<file path="config.mk">
export PLATFORM = sky130hd
export DESIGN_NAME = pwr_enable_seq
export DESIGN_NICKNAME = d
export VERILOG_FILES = /design/src/rtl/pes_pkg.sv /design/src/rtl/pes_src_sel.sv /design/src/rtl/pes_fault_merge.sv /design/src/rtl/pes_pg_chan.sv /design/src/rtl/pwr_enable_seq.sv
export SDC_FILE = /design/constraint.sdc
export NUM_CORES = 1
export LEC_CHECK = 0
export ABC_AREA = 1
export BUFFER_PORTS_ARGS = -buffer_cell sky130_fd_sc_hd__buf_2
export CAP_MARGIN = 25
export CORE_UTILIZATION = 55
export CTS_CLUSTER_DIAMETER = 200
export DETAILED_ROUTE_END_ITERATION = 16
export PLACE_DENSITY = 0.77
export SLEW_MARGIN = 20
export SYNTH_ARGS = -nofsm -noshare
export SYNTH_HDL_FRONTEND = slang
export SYNTH_SLANG_ARGS = --single-unit
</file>
<file path="constraint.sdc">
create_clock -name clk -period 2.7 [get_ports clk]
set_clock_uncertainty 0.2 [all_clocks]
set_input_delay 0.54 -clock clk [delete_from_list [all_inputs] [get_ports clk]]
set_output_delay 0.54 -clock clk [all_outputs]
set_load 0.005 [all_outputs]
</file>
<file path="src/rtl/pes_pkg.sv">
package pes_pkg;

    typedef enum logic [1:0] {
        SEQ_IDLE = 2'd0,
        SEQ_WAIT = 2'd1,
        SEQ_RUN  = 2'd2
    } seq_state_e;

    localparam int unsigned NUM_FLAGS    = 5;
    localparam int unsigned ACT_W        = 3;
    localparam int unsigned FLAG_EXT_IDX = 3;
    localparam int unsigned MAX_DELAY_MS = 2000;
    localparam int unsigned MAX_DB_MS    = 550;

    function automatic int unsigned start_delay_ms(input logic [1:0] code);
        case (code)
            2'b00:   return 0;
            2'b01:   return 500;
            2'b10:   return 1000;
            default: return 2000;
        endcase
    endfunction

    function automatic int unsigned pg_debounce_ms(input logic [1:0] code);
        case (code)
            2'b00:   return 350;
            2'b01:   return 150;
            2'b10:   return 550;
            default: return 0;
        endcase
    endfunction

endpackage

</file>
<file path="src/rtl/pes_src_sel.sv">
module pes_src_sel (
    input  logic [1:0] src_sel,
    input  logic       pin_raw,
    input  logic       pin_inv,
    input  logic       sw_on,
    output logic       en
);
    logic pin_on;

    assign pin_on = pin_raw ^ pin_inv;

    always_comb begin
        case (src_sel)
            2'b00:   en = pin_on;
            2'b01:   en = sw_on;
            2'b10:   en = pin_on & sw_on;
            default: en = 1'b1;
        endcase
    end
endmodule

</file>
<file path="src/rtl/pes_fault_merge.sv">
module pes_fault_merge
    import pes_pkg::*;
(
    input  logic [NUM_FLAGS-1:0]       flag_raw,
    input  logic [NUM_FLAGS*ACT_W-1:0] flag_act,
    input  logic                       mask_mode,
    input  logic                       ext_inv,
    output logic                       fault_any
);
    logic [NUM_FLAGS-1:0] level;
    logic [NUM_FLAGS-1:0] eff;

    for (genvar i = 0; i < NUM_FLAGS; i++) begin : g_flag
        if (i == FLAG_EXT_IDX) begin : g_pol
            assign level[i] = flag_raw[i] ^ ext_inv;
        end else begin : g_plain
            assign level[i] = flag_raw[i];
        end
        assign eff[i] = level[i] & (~mask_mode | (|flag_act[i*ACT_W +: ACT_W]));
    end

    assign fault_any = |eff;
endmodule

</file>
<file path="src/rtl/pes_pg_chan.sv">
module pes_pg_chan
    import pes_pkg::*;
#(
    parameter int unsigned UNIT_TICKS = 1
) (
    input  logic       clk,
    input  logic       rst_n,
    input  logic       tick,
    input  logic       cond,
    input  logic [1:0] db_sel,
    output logic       pg
);
    localparam int unsigned CW = $clog2(MAX_DB_MS * UNIT_TICKS + 1);

    typedef struct packed {
        logic          pg;
        logic [CW-1:0] cnt;
    } chan_t;

    chan_t         q, d;
    logic [CW-1:0] tgt;

    assign tgt = CW'(pg_debounce_ms(db_sel) * UNIT_TICKS);

    always_comb begin
        d = q;
        if (!cond) begin
            d.pg  = 1'b0;
            d.cnt = '0;
        end else begin
            d.pg = q.pg | (q.cnt >= tgt);
            if (tick && (q.cnt < tgt)) begin
                d.cnt = q.cnt + CW'(1);
            end
        end
    end

    always_ff @(posedge clk or negedge rst_n) begin
        if (!rst_n) q <= '0;
        else        q <= d;
    end

    assign pg = q.pg;

    p_drop_now_r6: assert property (@(posedge clk) disable iff (!rst_n)
        !cond |=> !pg);

    p_hold_up_r5: assert property (@(posedge clk) disable iff (!rst_n)
        (pg && cond) |=> pg);
endmodule

</file>
<file path="src/rtl/pwr_enable_seq.sv">
module pwr_enable_seq
    import pes_pkg::*;
#(
    parameter int unsigned UNIT_TICKS = 1
) (
    input  logic        clk,
    input  logic        rst_n,
    input  logic        tick,
    input  logic [1:0]  src_sel,
    input  logic        sw_on,
    input  logic        pin_raw,
    input  logic        pin_inv,
    input  logic [1:0]  dly_sel,
    input  logic [1:0]  pg1_db_sel,
    input  logic [1:0]  pg2_db_sel,
    input  logic        ss_done,
    input  logic [4:0]  flag_raw,
    input  logic [14:0] flag_act,
    input  logic        flag_mask_mode,
    input  logic        ext_flag_inv,
    input  logic        orfet_on,
    input  logic        gate_inv,
    output logic        ss_start,
    output logic        pgood1,
    output logic        pgood2,
    output logic        gate_out
);
    localparam int unsigned DW    = $clog2(MAX_DELAY_MS * UNIT_TICKS + 1);
    localparam int unsigned NUM_PG = 2;

    typedef struct packed {
        seq_state_e    st;
        logic [DW-1:0] cnt;
    } seq_t;

    seq_t              q, d;
    logic              en;
    logic              fault_any;
    logic [DW-1:0]     dly_tgt;
    logic [NUM_PG-1:0] pg_cond;
    logic [NUM_PG-1:0] pg_out;
    logic [1:0]        db_sel [NUM_PG];

    pes_src_sel u_src (
        .src_sel (src_sel),
        .pin_raw (pin_raw),
        .pin_inv (pin_inv),
        .sw_on   (sw_on),
        .en      (en)
    );

    pes_fault_merge u_flt (
        .flag_raw  (flag_raw),
        .flag_act  (flag_act),
        .mask_mode (flag_mask_mode),
        .ext_inv   (ext_flag_inv),
        .fault_any (fault_any)
    );

    assign dly_tgt = DW'(start_delay_ms(dly_sel) * UNIT_TICKS);

    always_comb begin
        d = q;
        case (q.st)
            SEQ_IDLE: begin
                if (en) begin
                    d.st  = SEQ_WAIT;
                    d.cnt = '0;
                end
            end
            SEQ_WAIT: begin
                if (!en) begin
                    d.st = SEQ_IDLE;
                end else if (q.cnt >= dly_tgt) begin
                    d.st = SEQ_RUN;
                end else if (tick) begin
                    d.cnt = q.cnt + DW'(1);
                end
            end
            SEQ_RUN: begin
                if (!en) d.st = SEQ_IDLE;
            end
            default: d.st = SEQ_IDLE;
        endcase
    end

    always_ff @(posedge clk or negedge rst_n) begin
        if (!rst_n) q <= '{st: SEQ_IDLE, cnt: '0};
        else        q <= d;
    end

    assign ss_start   = (q.st == SEQ_RUN);
    assign pg_cond[0] = ss_start & ss_done & en;
    assign pg_cond[1] = pg_cond[0] & ~fault_any;
    assign db_sel[0]  = pg1_db_sel;
    assign db_sel[1]  = pg2_db_sel;

    for (genvar k = 0; k < NUM_PG; k++) begin : g_pg
        pes_pg_chan #(.UNIT_TICKS(UNIT_TICKS)) u_chan (
            .clk    (clk),
            .rst_n  (rst_n),
            .tick   (tick),
            .cond   (pg_cond[k]),
            .db_sel (db_sel[k]),
            .pg     (pg_out[k])
        );
    end

    assign pgood1   = pg_out[0];
    assign pgood2   = pg_out[1];
    assign gate_out = orfet_on ^ gate_inv;

    p_cancel_r4: assert property (@(posedge clk) disable iff (!rst_n)
        !en |=> (q.st == SEQ_IDLE && !pgood1 && !pgood2));

    p_pg_needs_start_r5: assert property (@(posedge clk) disable iff (!rst_n)
        (pgood1 || pgood2) |-> ss_start);

    p_fault_drop_r7: assert property (@(posedge clk) disable iff (!rst_n)
        fault_any |=> !pgood2);

    p_start_from_wait_r3: assert property (@(posedge clk) disable iff (!rst_n)
        $rose(ss_start) |-> $past(q.st == SEQ_WAIT));

    p_hold_no_tick_r11: assert property (@(posedge clk) disable iff (!rst_n)
        (q.st == SEQ_WAIT && en && !tick && q.cnt < dly_tgt) |=> $stable(q.cnt));
endmodule

</file>
==> impl_metrics.json <==
{
  "ys_seq_elements": 35,
  "wl_met2_um": 3079,
  "crit_path_max_fanout": 12,
  "r2r-start": "q[10]$_DFFE_PN0P_",
  "row_count": 25,
  "worstReg2RegEnd": "q[5]$_DFFE_PN0P_",
  "grt_pass1_wl_um": 10240,
  "wl_met3_um": 235,
  "cts_setup_buffers": 0,
  "synth_top_cell_by_area": "dfrtp_1",
  "drt_first_pass_iters": 4,
  "pre_cts_ws_ns": 0.1069,
  "period_minus_slack_ns": 2.312,
  "placeableCoreArea_um2": 4880,
  "max_freq_mhz": 432.6,
  "synth.distinct_cells": 32,
  "synth_area_per_cell_um2": 7.063,
  "cts_htree_levels": 2,
  "crit_arrival_ns": 2.33,
  "yosysWarnings": 0,
  "vias": 2665,
  "p_leak_uw": 0.001626,
  "tns_ns": 0,
  "final_cell_mix": "nand2_1, inv_1, nor2_1, buf_2, dfrtp_1",
  "n_antenna_cell": 0,
  "vdd_drop_max_v": 0.0002408,
  "portBuffers": 42,
  "dieHeight_um": 74.21,
  "first_global_vias": 2442,
  "ctsResizeCount": 0,
  "routed.top_layer": "met4",
  "endpoint_kind": "register",
  "max_slew_margin": 0.4723,
  "cts-buffers-inserted": 5,
  "synth_edf_count": 0,
  "r2r_setup_slack_ns": 0.53,
  "drt-met1-wl_um": 2763,
  "grt_start_max_net_pins": 36,
  "status": "finished clean",
  "synth.top_cell.area_share": 0.3054,
  "clock_path_buffers": 2,
  "syn_area_um2": 2868,
  "wire_per_inst_um": 11.76,
  "setup_violations": 0,
  "syn-num-nets": 478,
  "grt_overflow": 0,
  "ant_nets": 0,
  "maxSlewViolCount": 0,
  "final_net_count": 525,
  "setup_ws_ns": 0.3882,
  "io_pins": 43,
  "yosysSeqAreaShare": 0.3054,
  "synth_cells": 406,
  "powerDensity_nw_per_um2": 381.3,
  "required_ns": 2.72,
  "ff2ff_path_depth": 7,
  "area_delta_synth_final_pct": 12.65,
  "rsz0062_at_grt": "no",
  "antenna_found_initial": 0,
  "final_area_um2": 3231,
  "place_congestion": 0.8462,
  "track_usage": 0.2432,
  "hold_class": "in2async",
  "placed_cell_area_um2": 3143,
  "hold_buffers": 0,
  "worst-setup-path-type": "in2reg",
  "dieArea_um2": 5507,
  "synth.area.top_cells": "dfrtp_1, ha_1, nand2_1",
  "cts_num_sinks": 35,
  "drv_cap": 0,
  "drc": 0,
  "cts_tree": "done",
  "clk_pin_slew_ns": 0.07,
  "final_common_cell": "nand2_1",
  "worst_pin_slew_ns": 0.7916,
  "die_w_um": 74.21,
  "drt-total-wl_um": 6116,
  "fin_crit_sh": 0.8562,
  "avgViaCountPerCell": 5.125,
  "power_uw": 1232,
  "initial_core_util": 0.5877,
  "drive_above_1_share": 0.1611,
  "cts-root-buf": "clkbuf_8",
  "finalHoldViolCount": 0,
  "worstSetupStartpointType": "primary input",
  "first_iter_violations": 152,
  "ys_async_sr_fraction": 1.000,
  "ys.flop_type": "dfrtp_1",
  "clk_latency_ns": 0.28,
  "dpl.hpwl_um": 4938
}
[report_power, final]
group          internal [uW]  switching, uW
clock                    200            183
combinational            101            175
sequential               547           26.2
[cells by family after synthesis]
group	share of synthesized area
XOR/XNOR	0.03054
AND/OR/NAND/NOR	0.3525
buffers and inverters	0.09555
flip-flops	0.3054
AO/OA/AOI/OAI	0.07199
adder cells (fa/ha/maj)	0.1440
[layer usage]
metal,vias up,track usage
met4,0,0.06499
met2,49,0.4414
met3,4,0.05149
li1,1421,-
met1,1191,0.2916
met5,-,0
[how the worst max path moves through the flow]
stage / start / endpoint / slack (ns) / cells after the start
2_1_floorplan: dly_sel[0] / q[9]$_DFFE_PN0P_ / 0.53 / 9
6_report: dly_sel[0] / q[5]$_DFFE_PN0P_ / 0.39 / 10
3_3_place_gp: pg2_db_sel[1] / g_pg[1].u_chan.q[9]$_DFFE_PN0P_ / 0.22 / 12
5_1_grt: dly_sel[0] / q[4]$_DFFE_PN0P_ / 0.20 / 10
3_5_place_dp: dly_sel[0] / q[8]$_DFFE_PN0P_ / 0.11 / 10
4_1_cts: dly_sel[0] / q[4]$_DFFE_PN0P_ / 0.39 / 10
[critical path, cell delays in order]
cell     delay (ns)
buf_2          0.12
inv_1          0.13
ha_1           0.19
nor2_1         0.05
ha_1           0.29
a41oi_1        0.36
nand4_4        0.25
nand2_2        0.24
nand2_1        0.09
nand2_1        0.07
[cell usage after synthesis (4+ instances only)]
master / number
nor2_1: 43
nor3_1: 24
nand2_1: 100
inv_2: 10
o21ai_1: 12
nand4_1: 8
xor2_1: 7
nand3_1: 31
ha_1: 33
dfrtp_1: 35
inv_1: 52
a21oi_1: 15
nand2_2: 4
[cell type report]
cell class	instances	area, um^2
Clock buffer	6	82.58
Clock inverter	1	5.005
Fill cell	453	1649
Inverter	62	232.7
Multi-Input combinational cell	304	1718
Sequential cell	35	875.8
Tap cell	67	83.83
Timing Repair Buffer	45	232.7
[state kept, by name (all words and copies together) (netlist names)]
signal and count:
g_pg.u_chan.q 20, g_pg.u_chan.pg 2, q 13
[metrics by stage]
step                      hold slack (ns)    util  cells
after global placement             0.2808  0.6441    513
final                              0.1344  0.6621    520
after global routing               0.1953  0.6621    520
after floorplan                   0.04441       -    406
after CTS                          0.1554  0.6621    520
after detailed placement           0.2993  0.6441    513
Note: power is estimated with default switching activity, not from simulation.
